`config.mk`:
```
export PLATFORM = sky130hd
export DESIGN_NAME = uart_irq_status
export DESIGN_NICKNAME = d
export VERILOG_FILES = /design/src/rtl/uart_irq_pkg.sv /design/src/rtl/uart_irq_evt.sv /design/src/rtl/uart_irq_prio.sv /design/src/rtl/uart_irq_fcr.sv /design/src/rtl/uart_irq_status.sv
export SDC_FILE = /design/constraint.sdc
export NUM_CORES = 1
export LEC_CHECK = 0
export CAP_MARGIN = 20
export CORE_MARGIN = 1
export CORE_UTILIZATION = 45
export DETAILED_ROUTE_END_ITERATION = 8
export DONT_BUFFER_PORTS = 1
export PLACE_DENSITY_LB_ADDON = 0.3
export SETUP_SLACK_MARGIN = 0.4
export SYNTH_ARGS = -nofsm -noshare
export SYNTH_HDL_FRONTEND = slang
export SYNTH_SLANG_ARGS = --single-unit
```
`constraint.sdc`:
```
create_clock -name clk -period 1.6 [get_ports clk]
set_clock_uncertainty 0.1 [all_clocks]
set_input_delay 0.32 -clock clk [delete_from_list [all_inputs] [get_ports clk]]
set_output_delay 0.32 -clock clk [all_outputs]
set_load 0.02 [all_outputs]
```
`src/rtl/uart_irq_pkg.sv`:
```
package uart_irq_pkg;

   localparam int NSRC = 8;
   localparam int SRC_IW = $clog2(NSRC);

   // rank order is the arbitration order: lower value wins
   typedef enum logic [SRC_IW-1:0] {
      SRC_LINE  = 3'd0,
      SRC_RXTO  = 3'd1,
      SRC_RXRDY = 3'd2,
      SRC_TXRDY = 3'd3,
      SRC_MODEM = 3'd4,
      SRC_GPIN  = 3'd5,
      SRC_XCHR  = 3'd6,
      SRC_FLOW  = 3'd7
   } src_e;

   // latched event slots
   localparam int EV_TX   = 0;
   localparam int EV_XOFF = 1;
   localparam int EV_SPC  = 2;
   localparam int EV_FLOW = 3;
   localparam int NEV     = 4;

   function automatic logic [5:0] src_code(input logic any, input logic [SRC_IW-1:0] idx);
      if (!any) return 6'h01;
      case (idx)
         SRC_LINE:  return 6'h06;
         SRC_RXTO:  return 6'h0C;
         SRC_RXRDY: return 6'h04;
         SRC_TXRDY: return 6'h02;
         SRC_MODEM: return 6'h00;
         SRC_GPIN:  return 6'h30;
         SRC_XCHR:  return 6'h10;
         default:   return 6'h20;
      endcase
   endfunction

endpackage

```
`src/rtl/uart_irq_evt.sv`:
```
module uart_irq_evt (
   input  logic clk,
   input  logic rst_n,
   input  logic set_i,
   input  logic clr_i,
   output logic q_o
);
   // a fresh event in the clearing cycle is kept
   always_ff @(posedge clk) begin
      if (!rst_n)     q_o <= 1'b0;
      else if (set_i) q_o <= 1'b1;
      else if (clr_i) q_o <= 1'b0;
   end
endmodule

```
`src/rtl/uart_irq_prio.sv`:
```
module uart_irq_prio #(
   parameter int N = 8,
   localparam int IW = (N > 1) ? $clog2(N) : 1
) (
   input  logic [N-1:0]  req,
   output logic [N-1:0]  grant,
   output logic [IW-1:0] idx,
   output logic          any
);
   logic [N:0] seen;
   assign seen[0] = 1'b0;

   for (genvar i = 0; i < N; i++) begin : g_rank
      assign grant[i]  = req[i] & ~seen[i];
      assign seen[i+1] = seen[i] | req[i];
   end

   assign any = seen[N];

   always_comb begin
      idx = '0;
      for (int i = N - 1; i >= 0; i--) begin
         if (req[i]) idx = IW'(i);
      end
   end
endmodule

```
`src/rtl/uart_irq_fcr.sv`:
```
module uart_irq_fcr #(
   parameter int W = 8
) (
   input  logic         clk,
   input  logic         rst_n,
   input  logic         wr,
   input  logic [W-1:0] wdata,
   output logic [W-1:0] q
);
   always_ff @(posedge clk) begin
      if (!rst_n) begin
         q <= '0;
      end else if (wr) begin
         q[0] <= wdata[0];
         if (wdata[0]) q[W-1:1] <= wdata[W-1:1];
      end
   end

   assert_keep_upper_R10: assert property (@(posedge clk) disable iff (!rst_n)
      wr && !wdata[0] |=> q[W-1:1] == $past(q[W-1:1]));
endmodule

```
`src/rtl/uart_irq_status.sv`:
```
module uart_irq_status
   import uart_irq_pkg::*;
#(
   parameter int FCR_W   = 8,
   parameter bit IRQ_REG = 1'b0
) (
   input  logic             clk,
   input  logic             rst_n,
   input  logic             line_err,
   input  logic             rx_timeout,
   input  logic             rx_ready,
   input  logic             tx_empty,
   input  logic             modem_chg,
   input  logic             gpin_chg,
   input  logic             xoff_hit,
   input  logic             spchr_hit,
   input  logic             flow_deassert,
   input  logic             xon_hit,
   input  logic [NSRC-1:0]  int_en,
   input  logic             enh_en,
   input  logic             stat_rd,
   input  logic             fcr_wr,
   input  logic [FCR_W-1:0] fcr_wdata,
   output logic [7:0]       isr_q,
   output logic [FCR_W-1:0] fcr_q,
   output logic             irq
);
   initial begin
      assert_fcr_width_R10: assert (FCR_W >= 2)
         else $error("FCR_W must be at least 2");
   end

   logic              tx_prev;
   logic [NEV-1:0]    ev_set, ev_clr, ev_q;
   logic [NSRC-1:0]   pend, grant;
   logic [SRC_IW-1:0] win_idx;
   logic              win_any;
   logic [7:0]        cur_stat;
   logic              fifo_on;

   uart_irq_fcr #(.W(FCR_W)) u_fcr (
      .clk(clk), .rst_n(rst_n), .wr(fcr_wr), .wdata(fcr_wdata), .q(fcr_q)
   );
   assign fifo_on = fcr_q[0];

   always_ff @(posedge clk) begin
      if (!rst_n) tx_prev <= 1'b0;
      else        tx_prev <= tx_empty;
   end

   // pending vector in rank order
   assign pend[SRC_LINE]  = line_err   & int_en[SRC_LINE];
   assign pend[SRC_RXTO]  = rx_timeout & int_en[SRC_RXTO];
   assign pend[SRC_RXRDY] = rx_ready   & int_en[SRC_RXRDY];
   assign pend[SRC_TXRDY] = ev_q[EV_TX] & int_en[SRC_TXRDY];
   assign pend[SRC_MODEM] = modem_chg  & int_en[SRC_MODEM];
   assign pend[SRC_GPIN]  = gpin_chg   & int_en[SRC_GPIN];
   assign pend[SRC_XCHR]  = (ev_q[EV_XOFF] | ev_q[EV_SPC]) & enh_en & int_en[SRC_XCHR];
   assign pend[SRC_FLOW]  = ev_q[EV_FLOW] & enh_en & int_en[SRC_FLOW];

   uart_irq_prio #(.N(NSRC)) u_prio (
      .req(pend), .grant(grant), .idx(win_idx), .any(win_any)
   );

   assign cur_stat = {fifo_on, fifo_on, src_code(win_any, win_idx)};

   // event set / clear rules
   assign ev_set[EV_TX]   = tx_empty & ~tx_prev;
   assign ev_clr[EV_TX]   = stat_rd & grant[SRC_TXRDY];
   assign ev_set[EV_XOFF] = xoff_hit & enh_en & int_en[SRC_XCHR];
   assign ev_clr[EV_XOFF] = xon_hit;
   assign ev_set[EV_SPC]  = spchr_hit & enh_en & int_en[SRC_XCHR];
   assign ev_clr[EV_SPC]  = stat_rd & grant[SRC_XCHR];
   assign ev_set[EV_FLOW] = flow_deassert & enh_en;
   assign ev_clr[EV_FLOW] = stat_rd & grant[SRC_FLOW];

   for (genvar e = 0; e < NEV; e++) begin : g_evt
      uart_irq_evt u_evt (
         .clk(clk), .rst_n(rst_n), .set_i(ev_set[e]), .clr_i(ev_clr[e]), .q_o(ev_q[e])
      );
   end

   always_ff @(posedge clk) begin
      if (!rst_n)       isr_q <= 8'h01;
      else if (stat_rd) isr_q <= cur_stat;
   end

   if (IRQ_REG) begin : g_irq_reg
      always_ff @(posedge clk) begin
         if (!rst_n) irq <= 1'b0;
         else        irq <= |pend;
      end
   end else begin : g_irq_comb
      assign irq = |pend;
      assert_idle_code_R3: assert property (@(posedge clk) disable iff (!rst_n)
         !irq |-> cur_stat[0]);
   end

   assert_hold_R9: assert property (@(posedge clk) disable iff (!rst_n)
      !stat_rd |=> $stable(isr_q));

   assert_tx_clear_R5: assert property (@(posedge clk) disable iff (!rst_n)
      stat_rd && grant[SRC_TXRDY] && !(tx_empty && !tx_prev) |=> !ev_q[EV_TX]);

   assert_xoff_hold_R6: assert property (@(posedge clk) disable iff (!rst_n)
      ev_q[EV_XOFF] && !xon_hit |=> ev_q[EV_XOFF]);

   assert_flow_gate_R8: assert property (@(posedge clk) disable iff (!rst_n)
      !enh_en && !ev_q[EV_FLOW] |=> !ev_q[EV_FLOW]);
endmodule

```
==> flow_metrics.env, run 1 <==
export IMPL_register_area_sq_um=418
export IMPL_unrepaired_setup_endpoints_after_global_routing="true"
export IMPL_cts_buffer_depth=2
export IMPL_timing_critical_path_arrival_ps=1890
export IMPL_yosys_most_used_dff="sky130_fd_sc_hd__dfxtp_1"
export IMPL_final_util_pct=55.9
export IMPL_wl_per_cell_um=13.5
export IMPL_synth_fp_nets=141
export IMPL_final_hold_viol_count=0
export IMPL_power_frac_seq_pct=61.1
export IMPL_use_met3_pct=4.91
export IMPL_hold_path_class="in -> reg"
export IMPL_io_pins=48
export IMPL_worstPathRequired_ps=1740
export IMPL_power_net_switching_uw=238
export IMPL_clk_root_buffer_cell="sky130_fd_sc_hd__clkbuf_4"
export IMPL_count_of_filler_cells_inserted_in_the_layout=201
export IMPL_timing_setup_tns_ps=-443
export IMPL_synth_area_leaders="sky130_fd_sc_hd__dfxtp_1 (42%), sky130_fd_sc_hd__a21boi_0 (8.7%), sky130_fd_sc_hd__nand2_1 (7.9%)"
export IMPL_timing_max_transition_violations_final=0
export IMPL_vdd_drop_max_uv=549
export IMPL_path_type_of_the_worst_setup_path="reg -> reg"
export IMPL_die_y_um=47.8
export IMPL_cts_max_level=1
export IMPL_avgViaCountPerCell=5.57
export IMPL_cp_max_fo=4
export IMPL_cts_sinks=20
export IMPL_power_density_nw_per_um2=848
export IMPL_placedCellCount=131
export IMPL_detail_route_iter0_violations=6
export IMPL_io_buffer_count=0
export IMPL_layout_nets=148
export IMPL_synth_top_cell_area_share_pct=42.3
export IMPL_grt_pass1_vias=674
export IMPL_ant_nets=0
export IMPL_dieArea_sq_um=2290
export IMPL_initial_core_util_pct=48.2
export IMPL_drv_cap=0
export IMPL_final_hold_worst_slack_ps=53.3
export IMPL_dpl_ws_ps=15.4
export IMPL_row_count=16
export IMPL_power_internal_uw=691
export IMPL_place_hpwl_um=1400
export IMPL_worstMarginPinSlew_ps=410
export IMPL_outcome="finished with violations"
export IMPL_synthToLayoutAreaGrowth_pct=15.9
export IMPL_share_comb_of_total_power_pct=14.9
export IMPL_number_of_enable_flip_flop_cells_after_synthesis=0
export IMPL_power_share_clock_pct=24.0
export IMPL_insertedDiodeCount=0
export IMPL_first_pass_grt_wire_length_um=2700
export IMPL_drcViolationCount=0
export IMPL_clkTransAtPathRegs_ps=100
export IMPL_postRouteWirelength_um=1920
export IMPL_initial_antenna_violation_count=0
export IMPL_routed_via_count=791
export IMPL_final_cell_count_no_fill=142
export IMPL_groute_usage_overall_pct=16.9
export IMPL_drive_above_1_share_pct=31.3
export IMPL_setup_violations=5
export IMPL_weighted_congestion_at_the_end_of_routability_driven_global_placement=0.771
export IMPL_max_slew_margin_pct=72.4
export IMPL_ys_async_sr_fraction_pct=0
export IMPL_postSynthAreaPerCell_sq_um=8.60
export IMPL_cell_count_after_synthesis=110
export IMPL_grt_remaining_overflow=0
export IMPL_timing_final_crit_share_pct=110
export IMPL_inserted_clock_buffers=3
export IMPL_p_sw_share_pct=25.6
export IMPL_achievable_frequency_mhz=569
export IMPL_met1_usage_pct=20.8
export IMPL_multi_input_comb_area_sq_um=548
export IMPL_synth_warnings=0
export IMPL_insertion_delay_ps=290
export IMPL_tritoncts_clock_tree="done"
export IMPL_postSynthRegisterBits=20
export IMPL_dr_pass1_iters=4
export IMPL_leak_pwr_uw=0.000404
export IMPL_yosys_area_top_type="sky130_fd_sc_hd__dfxtp_1"
export IMPL_synth_yosys_seq_area_share_pct=42.3
export IMPL_crit_path_end_kind="flop"
export IMPL_mappedNetlistArea_sq_um=946
export IMPL_maximum_number_of_pins_on_one_net_before_global_route_repair=22
export IMPL_met2_usage_grt_pct=26.5
export IMPL_grt_busiest_layer="met2"
export IMPL_core_sq_um=1960
export IMPL_postLayoutSetupSlackWorst_ps=-158
export IMPL_die_width_um=47.8
export IMPL_post_synth_num_cell_types=27
export IMPL_violations="negative setup slack"
export IMPL_synthTopCellsByCount="sky130_fd_sc_hd__dfxtp_1 (20), sky130_fd_sc_hd__nand2_1 (20), sky130_fd_sc_hd__nand3_1 (12)"
export IMPL_worstSetupStartpointType="flop"
export IMPL_final_min_clock_period_ps=1760
## critical path, cell delays in order (launching register included)
cell and delay [ps]:
sky130_fd_sc_hd__dfxtp_2 340, sky130_fd_sc_hd__o211a_4 260, sky130_fd_sc_hd__buf_6 110, sky130_fd_sc_hd__o211a_1 240, sky130_fd_sc_hd__or2_4 270, sky130_fd_sc_hd__mux2i_2 190
sky130_fd_sc_hd__a32o_1 190
## cells by family (layout without fill, tap and decap cells)
| family | Yosys count | count (layout) | share of synthesized area (%) |
|---|---|---|---|
| AO/OA/AOI/OAI | 30 | 30 | 24.6 |
| flip-flops | 20 | 20 | 42.3 |
| buffers and inverters | 7 | 12 | 3.57 |
| multiplexers | 2 | 2 | 2.12 |
| AND/OR/NAND/NOR | 51 | 51 | 27.4 |
## power groups by stage
stage / sequential, uW / clock, uW / combinational, uW
2_1_floorplan: 568 / 0 / 105
3_3_place_gp: 575 / 0 / 101
3_5_place_dp: 575 / 0 / 105
4_1_cts: 564 / 237 / 127
5_1_grt: 571 / 252 / 154
6_report: 567 / 223 / 138
## layout by cell type (no fill, tap or decap)
cell type                       instances
sky130_fd_sc_hd__buf_6                  1
sky130_fd_sc_hd__o211a_4                1
sky130_fd_sc_hd__a21boi_0              11
sky130_fd_sc_hd__o21ai_2                1
sky130_fd_sc_hd__o41ai_1                1
sky130_fd_sc_hd__buf_4                  7
sky130_fd_sc_hd__and2_1                 2
sky130_fd_sc_hd__a22oi_2                2
sky130_fd_sc_hd__o31ai_1                1
sky130_fd_sc_hd__nor3b_2                1
sky130_fd_sc_hd__mux2i_1                1
sky130_fd_sc_hd__mux2i_2                1
sky130_fd_sc_hd__nand2_1               20
sky130_fd_sc_hd__dlygate4sd3_1          1
sky130_fd_sc_hd__nand2b_1               4
sky130_fd_sc_hd__nand3_1               10
sky130_fd_sc_hd__nor2_1                 2
sky130_fd_sc_hd__a21o_1                 1
sky130_fd_sc_hd__o211ai_1               2
sky130_fd_sc_hd__nand3_2                3
sky130_fd_sc_hd__or2_4                  1
sky130_fd_sc_hd__nor2b_1                6
sky130_fd_sc_hd__a21boi_1               3
sky130_fd_sc_hd__nand4_1                2
sky130_fd_sc_hd__a32o_1                 1
sky130_fd_sc_hd__a22o_4                 1
sky130_fd_sc_hd__o21ai_1                2
sky130_fd_sc_hd__clkbuf_4               3
sky130_fd_sc_hd__dfxtp_2               14
sky130_fd_sc_hd__dfxtp_1                6
sky130_fd_sc_hd__o211a_1                1
sky130_fd_sc_hd__a21oi_1                2
## flip-flops by register name, summed over array words and instances (netlist names)
| register | count |
|---|---|
| g_evt.u_evt.q_o | 4 |
| isr_q | 7 |
| u_fcr.q | 8 |
| tx_prev | 1 |
## area by class of cell
cell class	count	area share, %
clock buffers	3	2.05
multi-input cells	83	50.0
flip-flops and latches	20	38.1
well taps	27	3.08
repair buffers	9	6.74
## per-layer routing
metal  routed length (um)  up-vias
met5                    0        -
met4                   27        0
met3                  162        4
met2                  933       32
met1                  793      355
li1                     -      400
## repair_timing
action,in CTS,in global routing
endpoints found under the hold margin,1,0
gates resized for setup,5,17
buffers inserted,7,0
endpoints found under the setup margin,11,22
pin swaps,6,4
hold buffers,1,0
## metrics by stage
step	cell area (sq um)	total power, uW
after floorplan	961	673
after global placement	967	675
after detailed placement	967	680
after CTS	1060	928
after global routing	1100	977
final	1100	929
## final timing paths
check             slack (ps)                            start                              end  depth (start not counted)
setup / recovery        -160  g_evt[2].u_evt.q_o$_SDFFE_PN0P_            isr_q[1]$_SDFFE_PN0P_                          6
hold / removal            50                         tx_empty               tx_prev$_SDFF_PN0_                          1
setup reg to reg        -160  g_evt[2].u_evt.q_o$_SDFFE_PN0P_            isr_q[1]$_SDFFE_PN0P_                          6
hold reg to reg          380  g_evt[3].u_evt.q_o$_SDFFE_PN0P_  g_evt[3].u_evt.q_o$_SDFFE_PN0P_                          2
Note: power is estimated with default switching activity, not from simulation.
==> inputs of run 2 (changes only) <==
--- a/config.mk
+++ b/config.mk
@@ -7,7 +7,7 @@
 export LEC_CHECK = 0
 export CAP_MARGIN = 20
 export CORE_MARGIN = 1
-export CORE_UTILIZATION = 45
+export CORE_UTILIZATION = 25
 export DETAILED_ROUTE_END_ITERATION = 8
 export DONT_BUFFER_PORTS = 1
 export PLACE_DENSITY_LB_ADDON = 0.3
==> run 2 against run 1 <==
Net effect:
- the run still ends with negative setup slack left
- combinational power down 7%
- sequential power barely moved
- first-iteration DRC count increased to 4.3 times the previous value
- clock-buffer cell count did not move
- flip-flop and latch count did not move
- largest cell class unchanged
==> flow_metrics.env, run 2 (synthesis gave the netlist of run 1 again) <==
export IMPL_cp_top_family="simple AND/OR/NAND/NOR gates"
export IMPL_crit_path_end_kind="output port"
export IMPL_cts_hold_fix_buffers=0
export IMPL_unrepaired_setup_endpoints_after_global_routing="true"
export IMPL_routed_via_count=772
export IMPL_fin_total_pwr_uw=1200
export IMPL_cts_buffer_depth=2
export IMPL_final_hold_viol_count=0
export IMPL_power_internal_uw=925
export IMPL_weighted_congestion_at_the_end_of_routability_driven_global_placement=0.788
export IMPL_cp_max_fo=4
export IMPL_worstPathRequired_ps=1180
export IMPL_crit_path_cell_trace="o211a_4 -> nor3b_4 -> nand3_4"
export IMPL_regs_by_ff_count="u_fcr.q: 8 flops, isr_q: 7 flops, g_evt.u_evt.q_o: 4 flops"
export IMPL_groute_usage_overall_pct=10.2
export IMPL_setup_violations=1
export IMPL_final_cell_mix="sky130_fd_sc_hd__nand2_1 (20), sky130_fd_sc_hd__dfxtp_1 (18), sky130_fd_sc_hd__a21boi_0 (11)"
export IMPL_drcViolationCount=0
export IMPL_core_sq_um=3470
export IMPL_tritoncts_clock_tree="done"
export IMPL_final_min_clock_period_ps=1690
export IMPL_placedCellCount=150
export IMPL_cp_buffers_inverters=0
export IMPL_violations="negative setup slack"
export IMPL_drv_cap=0
export IMPL_insertedDiodeCount=0
export IMPL_cts_sinks=20
export IMPL_timing_critical_path_arrival_ps=1270
export IMPL_cts_max_level=1
export IMPL_io_buffer_count=0
export IMPL_power_density_nw_per_um2=1060
export IMPL_layout_nets=143
export IMPL_register_area_sq_um=403
export IMPL_path_type_of_the_worst_setup_path="reg -> out"
export IMPL_place_hpwl_um=1550
export IMPL_power_frac_seq_pct=47.1
export IMPL_initial_antenna_violation_count=0
export IMPL_achievable_frequency_mhz=592
export IMPL_dr_pass1_iters=4
export IMPL_inserted_clock_buffers=3
export IMPL_power_net_switching_uw=273
export IMPL_grt_pass1_vias=757
export IMPL_initial_core_util_pct=27.3
export IMPL_clkTransAtPathRegs_ps=80
export IMPL_postRouteWirelength_um=2040
export IMPL_largest_register_ff_count=8
export IMPL_io_pins=48
export IMPL_postLayoutSetupSlackWorst_ps=-88.1
export IMPL_worstSetupStartpointType="flop"
export IMPL_detail_route_iter0_violations=26
export IMPL_final_cell_count_no_fill=157
export IMPL_hold_path_class="in -> reg"
export IMPL_dieArea_sq_um=4030
export IMPL_row_count=21
export IMPL_drive_above_1_share_pct=18.9
export IMPL_timing_final_crit_share_pct=106
export IMPL_die_width_um=63.5
export IMPL_ant_nets=0
export IMPL_share_comb_of_total_power_pct=10.7
export IMPL_maximum_number_of_pins_on_one_net_before_global_route_repair=22
export IMPL_top_register="u_fcr.q"
export IMPL_first_pass_grt_wire_length_um=3190
export IMPL_insertion_delay_ps=260
export IMPL_setup_reg_to_reg_worst_slack_ps=30
export IMPL_leak_pwr_uw=0.000406
export IMPL_die_y_um=63.5
export IMPL_outcome="finished with violations"
export IMPL_cp_slowest_stage_delay_ps=330
export IMPL_clk_root_buffer_cell="sky130_fd_sc_hd__clkbuf_8"
export IMPL_max_slew_margin_pct=76.5
export IMPL_p_sw_share_pct=22.8
export IMPL_power_share_clock_pct=42.2
export IMPL_avgViaCountPerCell=4.92
export IMPL_wl_per_cell_um=13.0
export IMPL_layout_commonest_cell="sky130_fd_sc_hd__nand2_1"
export IMPL_timing_max_transition_violations_final=0
export IMPL_synthToLayoutAreaGrowth_pct=19.7
export IMPL_multi_input_comb_area_sq_um=567
export IMPL_grt_remaining_overflow=0
export IMPL_worstMarginPinSlew_ps=352
export IMPL_vdd_drop_max_uv=552
export IMPL_timing_critical_path_slowest_stage_cell="sky130_fd_sc_hd__dfxtp_2"
export IMPL_count_of_filler_cells_inserted_in_the_layout=375
==> run 2: cell count changes in the layout (fill, tap and decap cells not counted), sizes merged <==
cell	before	now
dlygate4sd3	1	0
buf	8	4
bufinv	0	1
==> run 2: metrics by stage <==
step | setup TNS (ps) | util [%] | worst slack (ps) | instance area [sq um] | hold slack, ps
floorplan | 0 | - | 149 | 961 | 342
global placement | 0 | 28.6 | 94.1 | 991 | 287
detailed placement | 0 | 28.6 | 51.0 | 991 | 290
CTS | -85.6 | 31.4 | -85.6 | 1090 | 14.1
global route | -175 | 32.6 | -132 | 1130 | 10.1
finish | -88.1 | 32.6 | -88.1 | 1130 | 32.7
==> run 2: final cells by class <==
type                    instances  share of cell area, %
clock buffers                   3                   3.65
flip-flops and latches         20                   35.6
repair buffers                  4                   2.98
well taps                      46                   5.08
multi-input cells              83                   50.1
clock inverters                 1                   2.65
==> run 2: worst paths after layout <==
kind                              startpoint                         endpoint  cells past startpoint
max          g_evt[1].u_evt.q_o$_SDFFE_PN0P_                              irq                      3
min reg2reg  g_evt[3].u_evt.q_o$_SDFFE_PN0P_  g_evt[3].u_evt.q_o$_SDFFE_PN0P_                      2
min                                    rst_n            isr_q[0]$_SDFFE_PN1P_                      1
max reg2reg  g_evt[1].u_evt.q_o$_SDFFE_PN0P_            isr_q[1]$_SDFFE_PN0P_                      5
==> run 2: power groups by stage <==
stage | sequential [uW] | combinational (uW) | clock, uW
after floorplan | 568 | 105 | 0
after global placement | 576 | 102 | 0
after detailed placement | 577 | 104 | 0
after CTS | 565 | 114 | 521
after global routing | 568 | 143 | 544
final | 565 | 129 | 505
==> run 2: worst reg2reg max path, cell delays in order (launching register included) <==
cell,delay (ps)
sky130_fd_sc_hd__dfxtp_2,330
sky130_fd_sc_hd__o211a_4,270
sky130_fd_sc_hd__buf_4,130
sky130_fd_sc_hd__o211ai_1,240
sky130_fd_sc_hd__mux2i_1,270
sky130_fd_sc_hd__a32o_1,180
==> run 2: what timing repair did <==
action	4_1_cts	5_1_grt
pin swaps	4	5
setup buffers	2	1
endpoints found under the hold margin	0	0
resized for setup	6	7
endpoints found under the setup margin	10	8
==> run 2: routing by layer <==
metal | vias to the layer above | track usage (%) | share of wire, %
met2 | 42 | 17.6 | 45
met1 | 336 | 10.8 | 42
met4 | 0 | 1.70 | 0.39
met5 | - | 0 | 0
li1 | 392 | - | -
met3 | 2 | 5.80 | 13
